### config.mk
export PLATFORM = sky130hd
export DESIGN_NAME = aou_unit
export DESIGN_NICKNAME = d
export VERILOG_FILES = /design/src/rtl/aou_pkg.sv /design/src/rtl/aou_watch_array.sv /design/src/rtl/aou_cause_sel.sv /design/src/rtl/aou_alert_ctrl.sv /design/src/rtl/aou_unit.sv
export SDC_FILE = /design/constraint.sdc
export NUM_CORES = 1
export LEC_CHECK = 0
export BUFFER_PORTS_ARGS = -buffer_cell sky130_fd_sc_hd__buf_2
export CAP_MARGIN = 20
export CORE_ASPECT_RATIO = 1.1
export CORE_MARGIN = 2
export CORE_UTILIZATION = 59
export DETAILED_ROUTE_END_ITERATION = 10
export PLACE_DENSITY = 0.86
export SYNTH_ARGS = -nofsm -noshare
export SYNTH_HDL_FRONTEND = slang
export SYNTH_SLANG_ARGS = --single-unit
### constraint.sdc
create_clock -name clk -period 9.4 [get_ports clk]
set_clock_uncertainty 0.2 [all_clocks]
set_input_delay 1.41 -clock clk [delete_from_list [all_inputs] [get_ports clk]]
set_output_delay 1.41 -clock clk [all_outputs]
set_load 0.03 [all_outputs]
### src/rtl/aou_pkg.sv
package aou_pkg;

   typedef enum logic [1:0] {
      OP_NONE  = 2'b00,
      OP_ALOAD = 2'b01,
      OP_LOAD  = 2'b10,
      OP_HEXIT = 2'b11
   } req_op_e;

   typedef enum logic [1:0] {
      SNP_RDSHARED = 2'b00,
      SNP_GETX     = 2'b01,
      SNP_INVAL    = 2'b10,
      SNP_RSVD     = 2'b11
   } snp_kind_e;

   typedef enum logic [1:0] {
      CAUSE_NONE = 2'b00,
      CAUSE_COH  = 2'b01,
      CAUSE_CAP  = 2'b10
   } cause_e;

endpackage

### src/rtl/aou_watch_array.sv
module aou_watch_array #(
   parameter int unsigned NUM_LINES = 16,
   parameter int unsigned LINE_AW   = 16
) (
   input  logic               clk,
   input  logic               rst_n,
   input  logic               set_v_i,
   input  logic [LINE_AW-1:0] set_addr_i,
   input  logic               clr_all_i,
   input  logic               snp_v_i,
   input  logic [LINE_AW-1:0] snp_addr_i,
   input  logic               ev_v_i,
   input  logic [LINE_AW-1:0] ev_addr_i,
   output logic               snp_hit_o,
   output logic               ev_hit_o
);
   localparam int unsigned IDX_W = $clog2(NUM_LINES);
   localparam int unsigned TAG_W = LINE_AW - IDX_W;

   logic [NUM_LINES-1:0] watch_vec;
   logic [TAG_W-1:0]     tag_arr [NUM_LINES];

   logic [IDX_W-1:0] set_idx, snp_idx, ev_idx;
   logic [TAG_W-1:0] set_tag, snp_tag, ev_tag;

   assign set_idx = set_addr_i[IDX_W-1:0];
   assign snp_idx = snp_addr_i[IDX_W-1:0];
   assign ev_idx  = ev_addr_i[IDX_W-1:0];
   assign set_tag = set_addr_i[LINE_AW-1:IDX_W];
   assign snp_tag = snp_addr_i[LINE_AW-1:IDX_W];
   assign ev_tag  = ev_addr_i[LINE_AW-1:IDX_W];

   assign snp_hit_o = snp_v_i && watch_vec[snp_idx] && (tag_arr[snp_idx] == snp_tag);
   assign ev_hit_o  = ev_v_i  && watch_vec[ev_idx]  && (tag_arr[ev_idx]  == ev_tag);

   for (genvar g = 0; g < NUM_LINES; g++) begin : g_line
      logic             w_q;
      logic [TAG_W-1:0] t_q;
      logic             lost;
      logic             arm;

      assign lost = (snp_hit_o && (snp_idx == IDX_W'(g))) ||
                    (ev_hit_o  && (ev_idx  == IDX_W'(g)));
      assign arm  = set_v_i && (set_idx == IDX_W'(g));

      always_ff @(posedge clk or negedge rst_n) begin
         if (!rst_n) begin
            w_q <= 1'b0;
            t_q <= '0;
         end else begin
            if (clr_all_i || lost) begin
               w_q <= 1'b0;
            end
            if (arm) begin
               w_q <= 1'b1;
               t_q <= set_tag;
            end
         end
      end

      assign watch_vec[g] = w_q;
      assign tag_arr[g]   = t_q;
   end

endmodule

### src/rtl/aou_cause_sel.sv
module aou_cause_sel import aou_pkg::*; #(
   parameter int unsigned LINE_AW = 16
) (
   input  logic               snp_hit_i,
   input  logic [LINE_AW-1:0] snp_addr_i,
   input  logic               ev_hit_i,
   input  logic [LINE_AW-1:0] ev_addr_i,
   output logic               cond_v_o,
   output cause_e             cond_cause_o,
   output logic [LINE_AW-1:0] cond_addr_o
);
   always_comb begin
      cond_v_o     = 1'b0;
      cond_cause_o = CAUSE_NONE;
      cond_addr_o  = '0;
      if (snp_hit_i) begin
         cond_v_o     = 1'b1;
         cond_cause_o = CAUSE_COH;
         cond_addr_o  = snp_addr_i;
      end else if (ev_hit_i) begin
         cond_v_o     = 1'b1;
         cond_cause_o = CAUSE_CAP;
         cond_addr_o  = ev_addr_i;
      end
   end
endmodule

### src/rtl/aou_alert_ctrl.sv
module aou_alert_ctrl import aou_pkg::*; #(
   parameter int unsigned LINE_AW = 16
) (
   input  logic               clk,
   input  logic               rst_n,
   input  logic               cond_v_i,
   input  cause_e             cond_cause_i,
   input  logic [LINE_AW-1:0] cond_addr_i,
   input  logic               exit_i,
   output logic               alert_o,
   output logic [1:0]         cause_o,
   output logic [LINE_AW-1:0] addr_o,
   output logic               redirect_o
);
   logic               mask_q, pend_v_q, alert_q;
   cause_e             pend_cause_q, cause_q;
   logic [LINE_AW-1:0] pend_addr_q, addr_q;

   logic               nxt_mask, nxt_pv, nxt_alert;
   cause_e             nxt_pc, nxt_cause;
   logic [LINE_AW-1:0] nxt_pa, nxt_addr;

   always_comb begin
      nxt_alert = 1'b0;
      nxt_cause = CAUSE_NONE;
      nxt_addr  = '0;
      nxt_mask  = mask_q;
      nxt_pv    = pend_v_q;
      nxt_pc    = pend_cause_q;
      nxt_pa    = pend_addr_q;
      if (mask_q && !exit_i) begin
         if (cond_v_i && !pend_v_q) begin
            nxt_pv = 1'b1;
            nxt_pc = cond_cause_i;
            nxt_pa = cond_addr_i;
         end
      end else if (pend_v_q) begin
         nxt_alert = 1'b1;
         nxt_cause = pend_cause_q;
         nxt_addr  = pend_addr_q;
         nxt_mask  = 1'b1;
         nxt_pv    = cond_v_i;
         nxt_pc    = cond_v_i ? cond_cause_i : CAUSE_NONE;
         nxt_pa    = cond_v_i ? cond_addr_i : '0;
      end else if (cond_v_i) begin
         nxt_alert = 1'b1;
         nxt_cause = cond_cause_i;
         nxt_addr  = cond_addr_i;
         nxt_mask  = 1'b1;
      end else begin
         nxt_mask  = 1'b0;
      end
   end

   always_ff @(posedge clk or negedge rst_n) begin
      if (!rst_n) begin
         mask_q       <= 1'b0;
         pend_v_q     <= 1'b0;
         pend_cause_q <= CAUSE_NONE;
         pend_addr_q  <= '0;
         alert_q      <= 1'b0;
         cause_q      <= CAUSE_NONE;
         addr_q       <= '0;
      end else begin
         mask_q       <= nxt_mask;
         pend_v_q     <= nxt_pv;
         pend_cause_q <= nxt_pc;
         pend_addr_q  <= nxt_pa;
         alert_q      <= nxt_alert;
         cause_q      <= nxt_cause;
         addr_q       <= nxt_addr;
      end
   end

   assign alert_o    = alert_q;
   assign cause_o    = cause_q;
   assign addr_o     = addr_q;
   assign redirect_o = mask_q;
endmodule

### src/rtl/aou_unit.sv
module aou_unit import aou_pkg::*; #(
   parameter int unsigned NUM_LINES = 16,
   parameter int unsigned LINE_AW   = 16
) (
   input  logic               clk,
   input  logic               rst_n,
   input  logic               req_valid_i,
   input  logic [1:0]         req_op_i,
   input  logic [LINE_AW-1:0] req_addr_i,
   input  logic               clear_all_i,
   input  logic               snp_valid_i,
   input  logic [1:0]         snp_kind_i,
   input  logic [LINE_AW-1:0] snp_addr_i,
   input  logic               evict_valid_i,
   input  logic [LINE_AW-1:0] evict_addr_i,
   output logic               alert_o,
   output logic [1:0]         alert_cause_o,
   output logic [LINE_AW-1:0] alert_addr_o,
   output logic               redirect_o
);
   localparam int unsigned IDX_W = $clog2(NUM_LINES);

   if (NUM_LINES < 2 || (NUM_LINES & (NUM_LINES - 1)) != 0) begin : g_bad_lines
      $error("aou_unit: NUM_LINES must be a power of two of at least 2");
   end
   if (LINE_AW <= IDX_W) begin : g_bad_aw
      $error("aou_unit: LINE_AW must exceed the index width");
   end

   logic               set_v, snp_chk_v, exit_v;
   logic               snp_hit, ev_hit;
   logic               cond_v;
   cause_e             cond_cause;
   logic [LINE_AW-1:0] cond_addr;

   assign set_v     = req_valid_i && (req_op_i == OP_ALOAD);
   assign exit_v    = req_valid_i && (req_op_i == OP_HEXIT);
   assign snp_chk_v = snp_valid_i && ((snp_kind_i == SNP_GETX) || (snp_kind_i == SNP_INVAL));

   aou_watch_array #(.NUM_LINES(NUM_LINES), .LINE_AW(LINE_AW)) u_array (
      .clk        (clk),
      .rst_n      (rst_n),
      .set_v_i    (set_v),
      .set_addr_i (req_addr_i),
      .clr_all_i  (clear_all_i),
      .snp_v_i    (snp_chk_v),
      .snp_addr_i (snp_addr_i),
      .ev_v_i     (evict_valid_i),
      .ev_addr_i  (evict_addr_i),
      .snp_hit_o  (snp_hit),
      .ev_hit_o   (ev_hit)
   );

   aou_cause_sel #(.LINE_AW(LINE_AW)) u_sel (
      .snp_hit_i    (snp_hit),
      .snp_addr_i   (snp_addr_i),
      .ev_hit_i     (ev_hit),
      .ev_addr_i    (evict_addr_i),
      .cond_v_o     (cond_v),
      .cond_cause_o (cond_cause),
      .cond_addr_o  (cond_addr)
   );

   aou_alert_ctrl #(.LINE_AW(LINE_AW)) u_ctrl (
      .clk          (clk),
      .rst_n        (rst_n),
      .cond_v_i     (cond_v),
      .cond_cause_i (cond_cause),
      .cond_addr_i  (cond_addr),
      .exit_i       (exit_v),
      .alert_o      (alert_o),
      .cause_o      (alert_cause_o),
      .addr_o       (alert_addr_o),
      .redirect_o   (redirect_o)
   );
endmodule

# --- Yosys cells after proc, flatten, opt, wreduce, memory -nomap -nowiden ---
# Index checks and enable logic that the tools add are counted.
totals:
  ff_bits: 247
  output_inout_bits: 20
  word_cells: 276
  input_bits: 58
op_classes:
  n_bitwise: 2
  n_mux: 66
  n_lt_le_gt_ge: 4
  n_reduce_logical: 113
  n_eq_ne: 52
op_table:
  columns: ["op", "n"]
  rows:
  - ["16-bit 2-to-1 mux", 8]
  - ["12-bit binary-select mux with 4-bit select", 2]
  - ["4-bit == test (second input constant)", 24]
  - ["1-bit logical AND", 57]
  - ["4-bit by 3-bit == test with 1-bit output (second input constant)", 12]
  - ["12-bit 2-to-1 mux", 4]
  - ["1-bit 2-to-1 mux", 42]
  - ["2-bit nonzero test", 17]
  - ["1-bit logical OR", 33]
  - ["12-bit == test", 2]
  - ["4-bit by 2-bit == test with 1-bit output (second input constant)", 6]
  - ["2-bit 2-to-1 mux", 8]
  - ["4-bit by 1-bit == test with 1-bit output (second input constant)", 3]
  - ["4-bit zero test", 3]
  - ["5-bit >= comparator (second input constant)", 2]
  - ["4-bit by 5-bit less-than comparator with 1-bit output (second input constant)", 2]
  - ["4-bit inverter with 5-bit output", 2]
  - ["1-bit binary-select mux with 4-bit select", 2]
  - ["2-bit by 1-bit == test with 1-bit output (second input constant)", 2]
  - ["2-bit == test (second input constant)", 2]
  - ["1-bit zero test", 2]
  - ["2-bit != test (second input constant)", 1]
  - ["2-bit AND reduction", 1]

# --- Logic depth before layout (Yosys ltp) ---
# Gate-level depths: netlist of the first run.
logic_depth:
  word_depth: 11
  ltp_mapped: 15
  mapped_depth_nobuf: 9

# --- Modules after synthesis ---
# A second synthesis of the first run with hierarchy kept.
hier_totals:
  cells_unflattened: 1062
  area_unflattened_um2: 14072.2
by_module_without_submodules:
  columns: ["mod", "cells_per_inst", "n_inst", "area_each_um2", "seq_area_each_um2"]
  rows:
  - ["aou_watch_array", 839, 1, 11896.4, 5205.0]
  - ["aou_alert_ctrl", 192, 1, 1926.8, 975.9]
  - ["aou_cause_sel", 26, 1, 220.2, 0.0]
  - ["aou_unit", 5, 1, 28.8, 0.0]

# --- Worst setup path before layout of the first run ---
# OpenSTA, ideal clock, no wires.
synth_timing:
  path_kind: "input to register"
  from: "input port snp_addr_i[0]"
  to: "register u_ctrl.pend_addr_q[10]"
  path_buffers: 3
  setup_time_ns: 0.128
  required_time_ns: 9.072
  t_arrival_ns: 4.317
  slack_ns: 4.756
  cell_stages: 11
  cell_sequence: "buf_2 buf_2 mux4_2 mux2i_1 xor2_1 nand4_1 a2111oi_4 nor2_2 o21ai_4 buf_6 mux2_1"
synth_between:
  elab_chain_cells: 10
  elab_cells_between_ends: 18
  cone_classes: "2 x eq/ne; 11 x mux; 1 x bitwise; 4 x reduce/logical"
synth_rtl:
  columns: ["item", "line", "source"]
  rows:
  - ["start: declaration", "aou_unit.sv:13", "input logic [LINE_AW-1:0] snp_addr_i,"]
  - ["4-bit inverter with 5-bit output (not written as such)", "aou_watch_array.sv:33", "assign snp_hit_o = snp_v_i && watch_vec[snp_idx] && (tag_arr[snp_idx] == snp_tag);"]
  - ["12-bit binary-select mux with 4-bit select", "aou_watch_array.sv:33", null]
  - ["12-bit 2-to-1 mux (not written as such) (2 in a row)", "aou_watch_array.sv:33", null]
  - ["12-bit == test", "aou_watch_array.sv:33", null]
  - ["1-bit logical AND (*)", "aou_watch_array.sv:33", null]
  - ["16-bit 2-to-1 mux / 1-bit 2-to-1 mux (equally long branches)", "aou_cause_sel.sv:16", "if (snp_hit_i) begin"]
  - ["16-bit 2-to-1 mux / 1-bit logical AND (equally long branches)", "aou_alert_ctrl.sv:44, aou_alert_ctrl.sv:32", null]
  - ["16-bit 2-to-1 mux / 2-bit != test (equally long branches)", null, null]
  - ["16-bit 2-to-1 mux / 2-bit AND reduction (equally long branches)", null, null]
  - ["end signal: assignment", "aou_alert_ctrl.sv:68", "pend_addr_q <= nxt_pa;"]
  - ["end: declaration", "aou_alert_ctrl.sv:17", "logic [LINE_AW-1:0] pend_addr_q, addr_q;"]
# Every way passes the cells marked *; elsewhere a longest branch is shown, timed or not. The select of a mux whose other input is x is not followed.
# A chain may end at the register's enable or synchronous reset.

# --- Worst setup path after layout of the first run ---
layout_timing:
  from: "input port evict_addr_i[0]"
  to: "register u_ctrl.pend_addr_q[14]"
layout_between:
  elab_chain_cells: 11
  elab_cells_between_ends: 20
  cone_classes: "2 x eq/ne; 13 x mux; 1 x bitwise; 4 x reduce/logical"
layout_rtl:
  columns: ["item", "line", "source"]
  rows:
  - ["start: declaration", "aou_unit.sv:15", "input logic [LINE_AW-1:0] evict_addr_i,"]
  - ["4-bit inverter with 5-bit output (not written as such)", "aou_watch_array.sv:34", "assign ev_hit_o = ev_v_i && watch_vec[ev_idx] && (tag_arr[ev_idx] == ev_tag);"]
  - ["12-bit binary-select mux with 4-bit select", "aou_watch_array.sv:34", null]
  - ["12-bit 2-to-1 mux (not written as such) (2 in a row)", "aou_watch_array.sv:34", null]
  - ["12-bit == test", "aou_watch_array.sv:34", null]
  - ["1-bit logical AND (*)", "aou_watch_array.sv:34", null]
  - ["16-bit 2-to-1 mux / 1-bit 2-to-1 mux (equally long branches)", "aou_cause_sel.sv:20", "end else if (ev_hit_i) begin"]
  - ["16-bit 2-to-1 mux / 1-bit 2-to-1 mux (equally long branches)", "aou_cause_sel.sv:16", null]
  - ["16-bit 2-to-1 mux / 1-bit logical AND (equally long branches)", "aou_alert_ctrl.sv:44, aou_alert_ctrl.sv:32", null]
  - ["16-bit 2-to-1 mux / 2-bit != test (equally long branches)", null, null]
  - ["16-bit 2-to-1 mux / 2-bit AND reduction (equally long branches)", null, null]
# Marks and branches as above.

==> results of run 1 <==
metal layers:
metal,global-route usage,part of all wire,routed length (um),vias up
met4,0.210,0.074,2910,0
met2,0.500,0.46,18000,668
met3,0.0622,0.096,3770,184
met1,0.421,0.37,14600,5065
met5,0,0,0,-
li1,-,-,-,4198
per-stage QoR:
step | setup WS (ps) | instance area [um2] | cells | power, W | utilization
3_3_place_gp | 3170 | 14400 | 1411 | 0.00169 | 0.626
4_1_cts | 3630 | 15200 | 1454 | 0.00268 | 0.661
5_1_grt | 3360 | 15200 | 1456 | 0.00277 | 0.662
6_report | 3610 | 15200 | 1456 | 0.00269 | 0.662
2_1_floorplan | 4760 | 13900 | 1103 | 0.00157 | -
3_5_place_dp | 3080 | 14400 | 1412 | 0.00172 | 0.627
logic make-up after synthesis:
kind of cell           share of synthesized area
AO/OA/AOI/OAI                             0.0683
buffers and inverters                     0.0376
XOR/XNOR                                  0.0227
flip-flops                                 0.445
AND/OR/NAND/NOR                           0.0726
multiplexers                               0.354
cell type report:
class,count,area [um2],share of cell area
antenna,1,2.50,0.000164
clock inverter,5,37.5,0.00246
multi-input combinational,741,7210,0.473
inverter,27,101,0.00665
sequential,247,6180,0.406
timing repair buffer,98,582,0.0382
tap,300,375,0.0246
clock buffer,37,743,0.0488
final timing paths:
| path | end | slack, ps | depth (start not counted) |
|---|---|---|---|
| setup / recovery | u_ctrl.pend_addr_q[14]$_DFFE_PN0P_ | 3610 | 12 |
| hold / removal | u_ctrl.pend_addr_q[9]$_DFFE_PN0P_ | 290 | 1 |
| setup reg to reg | u_ctrl.pend_addr_q[14]$_DFFE_PN0P_ | 5260 | 10 |
| hold reg to reg | u_ctrl.pend_addr_q[9]$_DFFE_PN0P_ | 290 | 1 |
| max in group asynchronous | u_array.g_line[14].t_q[10]$_DFFE_PN0P_ | 6750 | 2 |
| min in group asynchronous | u_ctrl.cause_o[0]$_DFF_PN0_ | 810 | 1 |
power by group through the flow:
| stage | combinational [W] | clock (W) | sequential, W |
|---|---|---|---|
| 6_report | 0.000452 | 0.000969 | 0.00127 |
| 5_1_grt | 0.000481 | 0.00102 | 0.00127 |
| 4_1_cts | 0.000446 | 0.000973 | 0.00126 |
| 3_5_place_dp | 0.000441 | 0 | 0.00128 |
| 3_3_place_gp | 0.000426 | 0 | 0.00127 |
| 2_1_floorplan | 0.000326 | 0 | 0.00125 |
flip-flops by register name, summed over array words and instances (netlist names):
register             flops
u_ctrl.pend_cause_q      2
u_array.g_line.t_q     192
u_ctrl.pend_v_q          1
u_ctrl.pend_addr_q      16
u_ctrl.redirect_o        1
u_ctrl.alert_o           1
u_ctrl.addr_o           16
u_array.g_line.w_q      16
u_ctrl.cause_o           2
critical path: stages:
cell and delay, ps:
buf_4 370, buf_4 650, mux4_2 600, mux2i_1 170
xor2_1 210, nand2_1 90, or4_1 460, a2111oi_4 770
buf_4 290, nor2_2 70, o21ai_4 490, mux2_2 400
layout by cell type, fill, tap and decap left out, types with 3 or more instances in the layout:
| master | n |
|---|---|
| xor2_1 | 13 |
| nand4_1 | 13 |
| xnor2_1 | 23 |
| buf_2 | 74 |
| o21ai_0 | 24 |
| and3_1 | 13 |
| buf_4 | 21 |
| mux2_1 | 10 |
| nand2b_1 | 7 |
| clkbuf_16 | 27 |
| nor3b_1 | 5 |
| inv_1 | 26 |
| clkbuf_1 | 7 |
| mux2_2 | 205 |
| nor2_1 | 25 |
| o22ai_1 | 6 |
| a22oi_1 | 16 |
| nand3_1 | 32 |
| o21ai_1 | 3 |
| a22o_1 | 6 |
| mux2i_1 | 88 |
| and2_1 | 5 |
| nand2_1 | 58 |
| a221oi_1 | 5 |
| clkbuf_8 | 3 |
| mux4_2 | 72 |
| nor3_1 | 4 |
| nor4_1 | 10 |
| a211o_1 | 5 |
| o21a_1 | 16 |
| dfrtp_1 | 247 |
| a21oi_1 | 21 |
| nor2b_1 | 15 |
| nand3b_1 | 4 |
==> reports/metrics.cfg, run 1 <==
[finish]
nets = 1199
drive_above_1_share = 0.362
nFillCells = 1633
syn_to_final_growth_pct = 9.56

[synthesis]
synth_cells = 1103
synth_ff_type = dfrtp_1
ys_ff_latch = 247
syn_nets = 1161
yosysTopAreaCell = dfrtp_1
yosysTopAreaCellShare = 0.445
synth-async-reset-ratio = 1.00
syn-cell-area_mm2 = 0.0139
synth_top_cells_by_count = 247 x dfrtp_1, 205 x mux2_2, 88 x mux2i_1, 72 x mux4_2, 58 x nand2_1
ys_types = 61
synth-seq-area-share = 0.445
syn_area_per_cell_um2 = 12.6
synthTopCellsByArea = dfrtp_1 44%, mux2_2 17%, mux4_2 12%
synth_edf_count = 0
yosys_warnings = 0
synth_most_common_cell = dfrtp_1

[hold_path]
worstHoldStart = u_ctrl.pend_addr_q[9]$_DFFE_PN0P_
min_path_type = reg2reg

[clock_network]
cts_root_buf = clkbuf_16
hold_buffers = 0
post_cts_resized = 0
cts_tree = built
numClockSinks = 247
clk_latency_ps = 540
postCtsSetupBuffers = 0
cts.htree.levels = 1
clockBufferDepth = 3
numCtsBuffers = 26
clk_pin_slew_worst_paths_ps = 60

[worst_setup_path]
rr_startpoint = u_array.g_line[13].t_q[9]$_DFFE_PN0P_
crit_arrival_ps = 6010
startpoint = evict_addr_i[0]
critical_path_class = in2reg
worstPathMaxFanout = 41
cp-start-kind = input port
cp.required_ps = 9620
endpoint_kind = flop

[flow_run]
drv_cap = 0

[pwr]
p_switching_w = 0.000731
share_comb_of_total_power = 0.168
p_leak_nw = 6.99
ir_drop_v = 0.000150
p_per_area_mw_per_mm2 = 176
power.share.clock = 0.361
p_sw_frac = 0.272
pwr-share-seq = 0.471
internal_power_w = 0.00195

[die]
dieWidth_um = 150
num_rows = 58
boundaryPins = 78
dieArea_mm2 = 0.0248
die_h_um = 165
core-area_mm2 = 0.0230
start_util = 0.604

[timing]
hold_violations = 0
worst_slew_pin_slew_ps = 1220
slew_viol_final = 0
relSlewSlack = 0.184
whs_ps = 288
finalSetupTns_ps = 0
final-setup-viol-count = 0
period_needed_ps = 5790
timing.final.crit_share = 0.616
rsz0062_at_grt = false
fmax_mhz = 173

[routing]
num_vias = 10100
drt_wl_total_um = 39300
drt_iter0_drc = 1214
wl_per_cell_um = 27.0
firstDrtPassIters = 6
ant_nets = 0
route.detailed.drc = 0
via_per_inst = 6.95

[run_status]
status = finished, final reports clean

[grt]
grt_max_degree = 129
antenna_found_initial = 1
overflow = 0
grt_pass1_vias = 10300
grt_pass1_wl_um = 60300
grtUsageTotal = 0.324

[placement]
place_hpwl_um = 24600
portBuffers = 77
gp_congestion = 0.927

Note: power is estimated with default switching activity, not from simulation.
==> inputs of run 2 (changes only) <==
--- a/config.mk
+++ b/config.mk
@@ -9,7 +9,7 @@
 export CAP_MARGIN = 20
 export CORE_ASPECT_RATIO = 1.1
 export CORE_MARGIN = 2
-export CORE_UTILIZATION = 59
+export CORE_UTILIZATION = 56
 export DETAILED_ROUTE_END_ITERATION = 10
 export PLACE_DENSITY = 0.86
 export SYNTH_ARGS = -nofsm -noshare
==> constraint.sdc (replaced) <==
create_clock -name clk -period 4.9 [get_ports clk]
set_clock_uncertainty 0.2 [all_clocks]
set_input_delay 0.735 -clock clk [delete_from_list [all_inputs] [get_ports clk]]
set_output_delay 0.735 -clock clk [all_outputs]
set_load 0.03 [all_outputs]
==> run 2 against run 1 <==
Against the previous run: count of clock-buffer cells in the layout increased by 1; utilization decreased by 2.3 points; largest cell class unchanged; largest power group unchanged; final area increased by 2.4%.
==> reports/metrics.cfg, run 2 (same netlist as run 1, synthesis figures left out) <==
[run_status]
status = finished, final reports clean

[finish]
multi_input_area_mm2 = 0.00721
final_cell_mix = 247 x dfrtp_1, 205 x mux2_2, 88 x mux2i_1, 74 x buf_2, 72 x mux4_2
largest_reg_flops = 192
regArea_mm2 = 0.00618
nets = 1225
nFillCells = 1739
syn_to_final_growth_pct = 12.2
drive_above_1_share = 0.383
regMostFlops = u_array.g_line.t_q
final_common_cell = dfrtp_1
finalInstanceArea_mm2 = 0.0156

[timing]
finalSetupTns_ps = 0
hold_violations = 0
worst_slew_pin_slew_ps = 1140
relSlewSlack = 0.239
slew_viol_final = 0
period_needed_ps = 4190
final-setup-viol-count = 0
whs_ps = 33.8
rsz0062_at_grt = false
fin_ws_ps = 709
timing.final.crit_share = 0.855
fmax_mhz = 239

[worst_setup_path]
critical_path_class = in2reg
cp-start-kind = input port
crit_buf_inv = 1
critPathMaxStageDelay_ps = 630
cpMaxStageDelayCell = and2_1
worstPathMaxFanout = 16
reg2reg_depth = 9
path_cells = buf_2 -> and2_1 -> a22oi_1 -> and4b_1 -> nor3_1 -> nand4_1 -> a2111oi_4 -> nor2_2 -> o21ai_4 -> mux2_1
critPathTopFamily = simple AND/OR/NAND/NOR gates
path_depth = 10
endpoint_kind = flop
crit_arrival_ps = 4400
cp.required_ps = 5110

[die]
core-area_mm2 = 0.0244
die_h_um = 169
dieArea_mm2 = 0.0261
boundaryPins = 78
num_rows = 60
dieWidth_um = 154
start_util = 0.570

[clock_network]
post_cts_resized = 0
clk_pin_slew_worst_paths_ps = 60
cts_root_buf = clkbuf_16
cts.htree.levels = 1
cts_tree = built
postCtsSetupBuffers = 0
numCtsBuffers = 26
hold_buffers = 0
clockBufferDepth = 3
numClockSinks = 247
clk_latency_ps = 540

[grt]
grtUsageTotal = 0.313
grt_pass1_vias = 10400
grt_max_degree = 107
grt-busiest-layer = met2
met3_usage = 0.0672
use_met1 = 0.414
grtUsageMet2 = 0.475
overflow = 0
grt_pass1_wl_um = 61900
antenna_found_initial = 1

[placement]
gp_congestion = 1.02
dp_slack_ps = 289
place_hpwl_um = 27000
place_area_mm2 = 0.0147
portBuffers = 77

[routing]
drt_wl_total_um = 40500
ant_nets = 0
via_per_inst = 6.87
num_vias = 10300
firstDrtPassIters = 6
wl_per_cell_um = 27.1
route.detailed.drc = 0
drt_iter0_drc = 1439

[pwr]
p_per_area_mw_per_mm2 = 344
ir_drop_v = 0.000380
p_leak_nw = 7.20

[hold_path]
min_path_type = in2async

[flow_run]
drv_cap = 0

[run 2: cell types whose count changed in the layout (fill, tap and decap cells not counted)]
cell       change
buf_12         +5
buf_16         -1
buf_4         +23
buf_6          -1
bufinv_16      +1
clkbuf_1       -5
clkbuf_8       +6
clkinv_2       +1
clkinv_4       +2
inv_6          +1
inv_8          -1
[run 2: final timing paths]
check,start,to,slack [ps]
worst max-delay path,snp_addr_i[1],u_ctrl.pend_addr_q[7]$_DFFE_PN0P_,710
worst min-delay path,rst_n,u_ctrl.cause_o[1]$_DFF_PN0_,30
worst max register to register,u_array.g_line[15].t_q[9]$_DFFE_PN0P_,u_ctrl.pend_addr_q[7]$_DFFE_PN0P_,1080
worst min register to register,u_ctrl.pend_addr_q[2]$_DFFE_PN0P_,u_ctrl.pend_addr_q[2]$_DFFE_PN0P_,290
max in group asynchronous,rst_n,u_array.g_line[2].t_q[5]$_DFFE_PN0P_,3390
min in group clk,u_ctrl.pend_addr_q[2]$_DFFE_PN0P_,u_ctrl.pend_addr_q[2]$_DFFE_PN0P_,290
[run 2: worst reg2reg max path: stages (launching register included)]
cell,delay (ps)
dfrtp_1,400
mux4_2,480
mux2i_1,230
xor2_1,190
nand2_1,120
or4_1,470
a2111oi_4,620
nor2_2,120
o21ai_4,480
mux2_1,400
[run 2: area by class of cell]
cell class,count,share of cell area
Antenna cell,1,0.000161
Clock buffer,38,0.0518
Clock inverter,9,0.00562
Inverter,27,0.00650
Multi-Input combinational cell,741,0.462
Sequential cell,247,0.396
Tap cell,310,0.0249
Timing Repair Buffer,124,0.0523
[run 2: layer usage]
layer / up-vias / share of wire
li1: 4257 / -
met3: 214 / 0.10
met4: 0 / 0.072
met2: 678 / 0.45
met5: - / 0
met1: 5142 / 0.38
[run 2: power breakdown]
group / switching, W / internal (W) / total [W]
sequential: 0.000181 / 0.00225 / 0.00243
clock: 0.000839 / 0.00120 / 0.00204
combinational: 0.000427 / 0.000463 / 0.000889
total: 0.00145 / 0.00391 / 0.00536
[run 2: per-stage QoR]
stage | util | total power, W | cells
global placement | 0.602 | 0.00328 | 1449
finish | 0.639 | 0.00536 | 1497
CTS | 0.639 | 0.00536 | 1496
floorplan | - | 0.00301 | 1103
global route | 0.639 | 0.00553 | 1497
detailed placement | 0.602 | 0.00333 | 1449
